File: src/rtl/clksyn_pkg.sv
package clksyn_pkg;
  localparam int CS_M_W  = 9;
  localparam int CS_N_W  = 2;
  localparam int CS_T_W  = 3;
  localparam int CS_SYNC = 2;

  typedef enum logic [CS_T_W-1:0] {
    TS_ZERO = 3'd0,
    TS_ONE  = 3'd1,
    TS_SMSB = 3'd2,
    TS_MLSB = 3'd3,
    TS_MMSB = 3'd4,
    TS_NLSB = 3'd5,
    TS_NMSB = 3'd6,
    TS_IDLE = 3'd7
  } tsel_e;
endpackage

File: src/rtl/clksyn_sync.sv
module clksyn_sync #(
  parameter int WIDTH  = 4,
  parameter int STAGES = 2
) (
  input  logic             clk,
  input  logic             rst_n,
  input  logic [WIDTH-1:0] d_i,
  output logic [WIDTH-1:0] q_o
);
  logic [WIDTH-1:0] stg [STAGES];

  generate
    for (genvar s = 0; s < STAGES; s++) begin : g_stage
      if (s == 0) begin : g_first
        always_ff @(posedge clk) begin
          if (!rst_n) stg[0] <= '0;
          else        stg[0] <= d_i;
        end
      end else begin : g_next
        always_ff @(posedge clk) begin
          if (!rst_n) stg[s] <= '0;
          else        stg[s] <= stg[s-1];
        end
      end
    end
  endgenerate

  assign q_o = stg[STAGES-1];
endmodule

File: src/rtl/clksyn_shift.sv
module clksyn_shift #(
  parameter int W = 14
) (
  input  logic         clk,
  input  logic         rst_n,
  input  logic         sck_s,
  input  logic         sdi_s,
  output logic [W-1:0] word_o,
  output logic         sck_rise_o
);
  logic sck_q;

  always_ff @(posedge clk) begin
    if (!rst_n) sck_q <= 1'b0;
    else        sck_q <= sck_s;
  end

  assign sck_rise_o = sck_s & ~sck_q;

  always_ff @(posedge clk) begin
    if (!rst_n)          word_o <= '0;
    else if (sck_rise_o) word_o <= {word_o[W-2:0], sdi_s};
  end

  // new bit enters at the bottom, older bits move up one place
  p_shift_in_r2: assert property (@(posedge clk) disable iff (!rst_n)
    sck_rise_o |=> (word_o[0] == $past(sdi_s)) && (word_o[W-1:1] == $past(word_o[W-2:0])));
endmodule

File: src/rtl/clksyn_latch.sv
module clksyn_latch #(
  parameter int M_W = 9,
  parameter int N_W = 2,
  parameter int T_W = 3,
  localparam int W  = M_W + N_W + T_W
) (
  input  logic           clk,
  input  logic           rst_n,
  input  logic           sld_s,
  input  logic           pld_s,
  input  logic [M_W-1:0] par_m,
  input  logic [N_W-1:0] par_n,
  input  logic [W-1:0]   word,
  output logic [M_W-1:0] m_o,
  output logic [N_W-1:0] n_o,
  output logic [T_W-1:0] t_o,
  output logic           par_open_o
);
  logic sld_q, pld_q;
  logic sld_fall, par_take, ser_take, par_done;

  function automatic logic [M_W-1:0] f_m(input logic [W-1:0] w);
    return w[M_W-1:0];
  endfunction
  function automatic logic [N_W-1:0] f_n(input logic [W-1:0] w);
    return w[M_W +: N_W];
  endfunction
  function automatic logic [T_W-1:0] f_t(input logic [W-1:0] w);
    return w[M_W+N_W +: T_W];
  endfunction

  always_ff @(posedge clk) begin
    if (!rst_n) begin
      sld_q <= 1'b0;
      pld_q <= 1'b0;
    end else begin
      sld_q <= sld_s;
      pld_q <= pld_s;
    end
  end

  assign sld_fall   = ~sld_s & sld_q;
  assign par_take   = ~pld_q;
  assign par_done   = pld_s & pld_q;
  assign ser_take   = sld_fall & par_done;
  assign par_open_o = ~pld_q;

  always_ff @(posedge clk) begin
    if (!rst_n) begin
      m_o <= '1;
      n_o <= '1;
      t_o <= '0;
    end else if (par_take) begin
      m_o <= par_m;
      n_o <= par_n;
      t_o <= '0;
    end else if (ser_take) begin
      m_o <= f_m(word);
      n_o <= f_n(word);
      t_o <= f_t(word);
    end
  end

  // a serial commit takes every field of the shifted word
  p_ser_commit_r3: assert property (@(posedge clk) disable iff (!rst_n)
    (sld_fall && par_done) |=> (m_o == $past(f_m(word))) && (n_o == $past(f_n(word)))
                               && (t_o == $past(f_t(word))));

  // on the parallel rising edge the bus wins over any serial edge
  p_par_priority_r6: assert property (@(posedge clk) disable iff (!rst_n)
    (pld_s && !pld_q) |=> (m_o == $past(par_m)) && (n_o == $past(par_n)) && (t_o == '0));

  // once frozen, nothing but a serial commit moves the settings
  p_hold_r5: assert property (@(posedge clk) disable iff (!rst_n)
    (par_done && !sld_fall) |=> $stable(m_o) && $stable(n_o) && $stable(t_o));

  // test selection stays cleared while the parallel path is open
  p_tsel_clear_r4: assert property (@(posedge clk) disable iff (!rst_n)
    (!pld_s && !pld_q) |=> (t_o == '0));
endmodule

File: src/rtl/clksyn_tmux.sv
module clksyn_tmux
  import clksyn_pkg::*;
#(
  parameter int M_W = 9,
  parameter int N_W = 2,
  parameter int T_W = 3
) (
  input  logic           par_open,
  input  logic           smsb,
  input  logic [T_W-1:0] tsel,
  input  logic [M_W-1:0] m,
  input  logic [N_W-1:0] n,
  output logic           tst_o
);
  function automatic logic f_pick(input logic [T_W-1:0] code, input logic s,
                                  input logic [M_W-1:0] mv, input logic [N_W-1:0] nv);
    case (tsel_e'(code))
      TS_ZERO: return 1'b0;
      TS_ONE:  return 1'b1;
      TS_SMSB: return s;
      TS_MLSB: return mv[0];
      TS_MMSB: return mv[M_W-1];
      TS_NLSB: return nv[0];
      TS_NMSB: return nv[N_W-1];
      default: return 1'b0;
    endcase
  endfunction

  always_comb begin
    if (par_open) tst_o = smsb;
    else          tst_o = f_pick(tsel, smsb, m, n);
  end
endmodule

File: src/rtl/clksyn_cfg.sv
module clksyn_cfg
  import clksyn_pkg::*;
#(
  parameter int M_W    = CS_M_W,
  parameter int N_W    = CS_N_W,
  parameter int T_W    = CS_T_W,
  parameter int STAGES = CS_SYNC,
  localparam int W     = M_W + N_W + T_W,
  localparam int R_W   = 1 << N_W
) (
  input  logic           clk,
  input  logic           rst_n,
  input  logic           ser_clk_i,
  input  logic           ser_dat_i,
  input  logic           ser_ld_i,
  input  logic           par_ld_i,
  input  logic [M_W-1:0] par_loop_i,
  input  logic [N_W-1:0] par_odiv_i,
  output logic [M_W-1:0] loop_div_o,
  output logic [N_W-1:0] out_div_o,
  output logic [R_W-1:0] out_ratio_o,
  output logic [T_W-1:0] tst_sel_o,
  output logic           tst_out_o
);
  logic [3:0]   raw, syn;
  logic [W-1:0] word;
  logic         sck_rise, par_open;

  function automatic logic [R_W-1:0] f_ratio(input logic [N_W-1:0] code);
    return R_W'(1) << code;
  endfunction

  assign raw = {par_ld_i, ser_ld_i, ser_dat_i, ser_clk_i};

  clksyn_sync #(.WIDTH(4), .STAGES(STAGES)) u_sync (
    .clk(clk), .rst_n(rst_n), .d_i(raw), .q_o(syn)
  );

  clksyn_shift #(.W(W)) u_shift (
    .clk(clk), .rst_n(rst_n), .sck_s(syn[0]), .sdi_s(syn[1]),
    .word_o(word), .sck_rise_o(sck_rise)
  );

  clksyn_latch #(.M_W(M_W), .N_W(N_W), .T_W(T_W)) u_latch (
    .clk(clk), .rst_n(rst_n), .sld_s(syn[2]), .pld_s(syn[3]),
    .par_m(par_loop_i), .par_n(par_odiv_i), .word(word),
    .m_o(loop_div_o), .n_o(out_div_o), .t_o(tst_sel_o), .par_open_o(par_open)
  );

  clksyn_tmux #(.M_W(M_W), .N_W(N_W), .T_W(T_W)) u_tmux (
    .par_open(par_open), .smsb(word[W-1]), .tsel(tst_sel_o),
    .m(loop_div_o), .n(out_div_o), .tst_o(tst_out_o)
  );

  assign out_ratio_o = f_ratio(out_div_o);

  // exactly one ratio line is active
  p_ratio_onehot_r7: assert property (@(posedge clk) disable iff (!rst_n)
    $countones(out_ratio_o) == 1);

  // shift register moves only on a serial clock rise
  p_shift_quiet_r2: assert property (@(posedge clk) disable iff (!rst_n)
    !sck_rise |=> $stable(word));
endmodule

File: config.mk
export PLATFORM = sky130hd
export DESIGN_NAME = clksyn_cfg
export DESIGN_NICKNAME = d
export VERILOG_FILES = /design/src/rtl/clksyn_pkg.sv /design/src/rtl/clksyn_sync.sv /design/src/rtl/clksyn_shift.sv /design/src/rtl/clksyn_latch.sv /design/src/rtl/clksyn_tmux.sv /design/src/rtl/clksyn_cfg.sv
export SDC_FILE = /design/constraint.sdc
export NUM_CORES = 1
export LEC_CHECK = 0
export ABC_AREA = 1
export BUFFER_PORTS_ARGS = -buffer_cell sky130_fd_sc_hd__buf_2
export CORE_MARGIN = 2
export CORE_UTILIZATION = 52
export DETAILED_ROUTE_END_ITERATION = 7
export PLACE_DENSITY_LB_ADDON = 0.12
export SYNTH_ARGS = -nofsm -noshare
export SYNTH_HDL_FRONTEND = slang
export SYNTH_SLANG_ARGS = --single-unit
File: constraint.sdc
create_clock -name clk -period 1.4 [get_ports clk]
set_input_delay 0 -clock clk [delete_from_list [all_inputs] [get_ports clk]]
set_output_delay 0 -clock clk [all_outputs]
set_load 0.02 [all_outputs]
==> flow_summary_export.csv, run 1 <==
group,metric,value,unit
critical_path,r2r_end,"u_latch.m_o[5]",
finish,layout_common_cells,"nand2_1, nor2_1, buf_2",
synth,syn_area_per_cell,7.10,um^2
floorplanning,io-pin-count,36,
worst_hold_path,hp-class,"input port to register",
global_route,grt_overflow,0,
timing,finalHoldViolations,0,
synth,synth_top_area_share,0.489,
critical_path,cpMaxStageDelayCell,"dfxtp_2",
critical_path,endpoint_kind,"primary output",
timing,slew_viol_final,0,
critical_path,cpPeakStageDelay,410,ps
finish,syn2layout_area_growth,23.6,%
floorplanning,die_area,3530,um^2
synth,syn_area,1600,um^2
global_route,grt_max_degree,30,
drt,dr.pass1.iters,4,
floorplanning,rows,20,
power_and_ir_drop,switching_share,0.270,
critical_path,r2r_start,"u_latch.pld_q",
drt,post-route-drc-count,0,
synth,yosysUniqueCellTypes,18,
critical_path,r2r_cells,4,
power_and_ir_drop,ir_worst_vdd,776,uV
floorplanning,core_area,2980,um^2
power_and_ir_drop,power.leakage,1.08,nW
status,status,"completed",
clocking,cts_sinks,39,
timing,min_period,1270,ps
timing,worst_hold_slack,71.3,ps
critical_path,crit_end,"tst_out_o",
critical_path,worstPathCellList,"inv_2 > o21ai_0 > nand2_1 > buf_4",
finish,drive_gt1_frac,0.211,
power_and_ir_drop,p_comb_frac,0.126,
finish,final_core_util,0.663,
clocking,h-tree-depth,2,
synth,synth-seq-cells,39,
synth,syn_nets,242,
drt,viasPerCell,4.75,
drt,ant_nets,0,
placed_design,place_hpwl,2.18,mm
clocking,tritoncts,"built",
placed_design,place.gp.congestion,0.761,
critical_path,crit_required,1400,ps
drt,vias,1463,
timing,fin_skew,8.97,ps
power_and_ir_drop,power.internal,0.00146,W
timing,period_share,0.907,
finish,final_common_cell,"nand2_1",
critical_path,worstSetupStartpoint,"u_latch.pld_q",
finish,nets,291,
run,cap_violations,0,
critical_path,crit_fanout,12,
critical_path,crit_type,"register to primary output",
floorplanning,die_h,59.4,um
critical_path,crit_arrival,1270,ps
clocking,insertion_delay,350,ps
floorplanning,die_w,59.4,um
finish,num_antenna_cells,0,
clocking,clock-root-buffer,"clkbuf_4",
timing,fmax,788,MHz
clocking,path_clk_slew,120,ps
global_route,antenna_found_initial,0,
critical_path,startpoint_type,"register",
drt,drt_iter0_markers,83,
drt,wl,3.25,mm
critical_path,rrSetupSlack,290,ps
placed_design,port_buffers,35,
timing,rsz0062_at_grt,"false",
power_and_ir_drop,power.switching,0.000541,W
power_and_ir_drop,p_per_area,1020,nW/um^2
synth,syn-instance-count,225,
timing,setup_tns,0,ps
synth,yosys_warnings,0,
clocking,cts_made_buffers,5,
drt,wl_per_cell,10.5,um
power_and_ir_drop,seqPwrFrac,0.600,
timing,max_slew_margin,0.707,
power_and_ir_drop,clock_power_share,0.273,
timing,setup_violations,0,
floorplanning,start_util,0.537,
global_route,grtUsageTotal,0.206,
synth,seq_area_frac_synth,0.489,
timing,tightest_slew,439,ps
clocking,cts_max_path_buffers,2,
synth,synth_area_leaders,"dfxtp_1, nand2_1, nor2_1",
global_route,first_global_vias,1256,
synth,synth_top_area_cell,"dfxtp_1",
global_route,grt_pass1_wl,5.41,mm
==> kinds of logic after synthesis <==
| group | count (synthesis) | share of synthesized area |
|---|---|---|
| compound gates | 19 | 0.0595 |
| buf+inv | 37 | 0.110 |
| flops | 39 | 0.489 |
| simple gates | 130 | 0.341 |
==> flip-flops by register name (all words and copies together) (netlist names) <==
name and flops:
u_sync.stg 8, u_latch.sld_q 1, u_latch.n_o 2, u_latch.m_o 9
u_latch.t_o 3, u_shift.sck_q 1, u_shift.word_o 14, u_latch.pld_q 1
==> worst max-delay path, delay by kind of cell, from the launching register on <==
kind	cells	cell delay [ps]
buffers and inverters	2	270
AOI/OAI and AO/OA	1	170
DFF	1	410
and+or+nand+nor	1	70
==> per-layer routing <==
metal | global-route usage | up-vias | share of wire
li1 | - | 784 | -
met2 | 0.312 | 45 | 0.45
met5 | 0 | - | 0
met1 | 0.270 | 627 | 0.47
met3 | 0.0480 | 7 | 0.057
met4 | 0.110 | 0 | 0.017
==> what timing repair did <==
action	CTS	global route
endpoints found under the setup margin	1	1
endpoints found under the hold margin	15	0
resized for setup	1	7
pin swaps	0	0
hold buffers	15	0
buffers inserted	0	0
==> synthesized netlist by cell type <==
master     n
a21oi_1    1
buf_2      5
buf_4      2
buf_6      3
clkbuf_1   1
clkbuf_2   1
dfxtp_1   39
inv_1     24
inv_2      1
nand2_1   65
nand2_2    1
nand3_1   23
nand4_4    1
nor2_1    38
nor2_4     1
nor3_1     1
o21ai_0   17
o21ai_1    1
==> through the flow <==
stage | area [um^2] | instances | total power [W] | setup slack, ps
4_1_cts | 1960 | 308 | 0.00202 | 24.2
2_1_floorplan | 1600 | 225 | 0.00137 | 416
5_1_grt | 1970 | 308 | 0.00212 | 10.2
6_report | 1970 | 308 | 0.00201 | 130
3_5_place_dp | 1760 | 285 | 0.00145 | 260
3_3_place_gp | 1760 | 285 | 0.00145 | 294
==> worst min path at each step <==
stage                    from               end  slack, ps  depth (start not counted)
finish                  rst_n    u_latch.m_o[6]         70                          2
global route            rst_n  u_sync.stg[1][1]         90                          3
CTS                     rst_n    u_latch.m_o[5]         60                          2
detailed placement   par_ld_i  u_sync.stg[0][3]        190                          3
global placement    ser_dat_i  u_sync.stg[0][1]        180                          3
floorplan           ser_clk_i  u_sync.stg[0][0]        100                          2
==> cell type report <==
cell class	instances	area, um^2
multi-input cells	149	641
clock inverters	3	15.0
clock buffers	5	37.5
well taps	33	41.3
fillers	275	1000
flip-flops and latches	39	788
repair buffers	54	358
inverters	25	93.8
==> power groups by stage <==
stage	logic [W]	registers, W	clock network [W]
floorplan	0.000128	0.00125	0
global placement	0.000218	0.00123	0
detailed placement	0.000220	0.00123	0
CTS	0.000253	0.00120	0.000565
global route	0.000287	0.00121	0.000623
finish	0.000253	0.00120	0.000548
Power figures use the tool's default switching activity.
==> inputs of run 2 (changes only) <==
--- a/config.mk
+++ b/config.mk
@@ -5,10 +5,9 @@
 export SDC_FILE = /design/constraint.sdc
 export NUM_CORES = 1
 export LEC_CHECK = 0
-export ABC_AREA = 1
 export BUFFER_PORTS_ARGS = -buffer_cell sky130_fd_sc_hd__buf_2
 export CORE_MARGIN = 2
-export CORE_UTILIZATION = 52
+export CORE_UTILIZATION = 53
 export DETAILED_ROUTE_END_ITERATION = 7
 export PLACE_DENSITY_LB_ADDON = 0.12
 export SYNTH_ARGS = -nofsm -noshare
==> run 2 against run 1 <==
  * Setup slack got worse by 230 ps
  * Via count fell by 2.2%
  * Cell count fell by 15%
  * Global-route usage rose by 0.19 points
  * Count of clock-buffer cells in the layout rose by 1
  * Core utilization rose by 8.2 points
  * The run now ends with negative setup slack left
  * Critical path type unchanged
==> flow_summary_export.csv, run 2 <==
group,metric,value,unit
synth,netlist_top_cells_count,"dfxtp_1, nand2_1, and2_1, nor2_1",
status,violations,"negative setup slack",
floorplanning,io-pin-count,36,
timing,fin_skew,4.55,ps
timing,worst_hold_slack,127,ps
power_and_ir_drop,p_per_area,986,nW/um^2
synth,synth_most_common_cell,"dfxtp_1",
drt,wl,3.68,mm
critical_path,startpoint_type,"register",
timing,slew_viol_final,0,
clocking,cts_made_buffers,5,
synth,syn_area,1650,um^2
timing,finalHoldViolations,0,
critical_path,cpMaxStageDelayCell,"dfxtp_4",
synth,synth-seq-cells,39,
worst_hold_path,hp-class,"input port to register",
placed_design,place.gp.congestion,0.718,
drt,vias,1431,
floorplanning,core_area,3000,um^2
clocking,h-tree-depth,2,
power_and_ir_drop,ir_worst_vdd,793,uV
global_route,grt_pass1_wl,5.49,mm
timing,setup_tns,-98.5,ps
drt,post-route-drc-count,0,
drt,drt_iter0_markers,115,
drt,route.met3.wl,191,um
global_route,first_global_vias,1284,
timing,min_period,1500,ps
drt,viasPerCell,5.48,
timing,max_slew_margin,0.692,
floorplanning,rows,20,
drt,dr.pass1.iters,4,
finish,largest_reg_flops,14,
clocking,tritoncts,"built",
drt,ant_nets,0,
global_route,grtUsageTotal,0.208,
drt,wl_per_cell,14.1,um
placed_design,place_hpwl,2.11,mm
clocking,insertion_delay,350,ps
placed_design,port_buffers,35,
timing,rsz0062_at_grt,"true",
critical_path,endpoint_kind,"primary output",
floorplanning,die_h,59.8,um
synth,synth-edff-count,0,
finish,num_antenna_cells,0,
critical_path,crit_arrival,1500,ps
synth,synth_area_leaders,"dfxtp_1, nand2_1, a21boi_1",
clocking,cts_max_path_buffers,2,
finish,largest_registers,"u_shift.word_o (14), u_latch.m_o (9), u_sync.stg (8)",
drt,highest_layer,"met4",
finish,syn2layout_area_growth,35.8,%
critical_path,crit_type,"register to primary output",
timing,fmax,667,MHz
finish,nets,244,
drt,met1_length,1.66,mm
floorplanning,die_area,3570,um^2
timing,fin_ws,-98.5,ps
power_and_ir_drop,total_power,0.00221,W
finish,largest-register,"u_shift.word_o",
critical_path,crit_fanout,3,
clocking,clock-root-buffer,"clkbuf_4",
synth,async_reset_ff_frac,0,
finish,drive_gt1_frac,0.298,
finish,layout_common_cells,"dfxtp_1, buf_2, nand2_1",
critical_path,cpPeakStageDelay,380,ps
synth,syn_nets,186,
drt,wl_met2,1.80,mm
status,status,"complete, but fails checks",
timing,setup_violations,1,
synth,synth_top_area_cell,"dfxtp_1",
clocking,path_clk_slew,120,ps
synth,synth_flop_cell,"dfxtp_1",
synth,synth_top_area_share,0.474,
floorplanning,start_util,0.549,
critical_path,crit_required,1400,ps
placed_design,dp_cells,229,
global_route,grt_max_degree,24,
timing,period_share,1.07,
global_route,antenna_found_initial,0,
finish,final_common_cell,"dfxtp_1",
critical_path,worstPathCellList,"or3b_1 > a21boi_1 > a311o_1 > buf_6",
synth,yosysUniqueCellTypes,28,
global_route,grt_overflow,0,
synth,seq_area_frac_synth,0.474,
synth,syn_area_per_cell,9.75,um^2
synth,yosys_warnings,0,
floorplanning,die_w,59.8,um
clocking,cts_sinks,39,
finish,final_cells,261,
timing,tightest_slew,463,ps
power_and_ir_drop,power.leakage,0.953,nW
run,cap_violations,0,
synth,syn-instance-count,169,
## run 2: cell types whose count changed in the layout (fill, tap and decap cells not counted), moves of 12 or more
cell / change
nand3_1: -23
and2_1: +12
inv_1: -22
o21ai_0: -17
nor2_1: -26
nand2_1: -36
## run 2: per-stage QoR
stage	util	area, um^2	setup slack (ps)
floorplan	-	1650	181
global placement	0.613	1840	244
detailed placement	0.613	1840	207
CTS	0.722	2170	-68.0
global route	0.745	2240	-154
finish	0.745	2240	-98.5
## run 2: final cells by class
cell class                 instances  area [um^2]
timing repair buffer              63          492
fill                             209          764
sequential                        39          791
clock buffer                       6         51.3
clock inverter                     2         38.8
inverter                           1         3.75
multi-input combinational        117          821
tap                               33         41.3
## run 2: routing by layer
metal,GRT usage,vias up
li1,-,711
met1,0.252,677
met2,0.345,40
met3,0.0736,3
met4,0.0635,0
met5,0,-
## run 2: path summary, 6_finish.rpt
check / from / end / slack [ps] / depth (start not counted)
worst max register to register: u_latch.pld_q / u_latch.m_o[4] / 80 / 5
worst min register to register: u_sync.stg[0][3] / u_sync.stg[1][3] / 450 / 1
worst max-delay path: u_latch.t_o[1] / tst_out_o / -100 / 4
worst min-delay path: rst_n / u_latch.t_o[0] / 130 / 3
## run 2: critical path, delay by kind of cell, from the launching register on
family / cells / cell delay, ps
AO/OA/AOI/OAI: 2 / 290
AND/OR/NAND/NOR: 1 / 360
buffers and inverters: 1 / 120
flip-flops: 1 / 380
## run 2: cells by family after synthesis
logic type | share of synthesized area
AND/OR/NAND/NOR | 0.298
flip-flops | 0.474
buffers and inverters | 0.0463
multiplexers | 0.0243
AO/OA/AOI/OAI | 0.158
## run 2: report_power, final
part | total (W) | switching, W | internal (W) | leakage [nW]
sequential | 0.00116 | 0.0000218 | 0.00114 | 0.322
combinational | 0.000228 | 0.000109 | 0.000119 | 0.583
clock | 0.000818 | 0.000387 | 0.000431 | 0.0489
## run 2: repair_timing
item	CTS	global route
gates cloned	1	2
endpoints found under the hold margin	15	0
pin swaps	2	1
gates resized for setup	9	3
endpoints found under the setup margin	1	11
hold buffers	15	0
buffers inserted	4	2
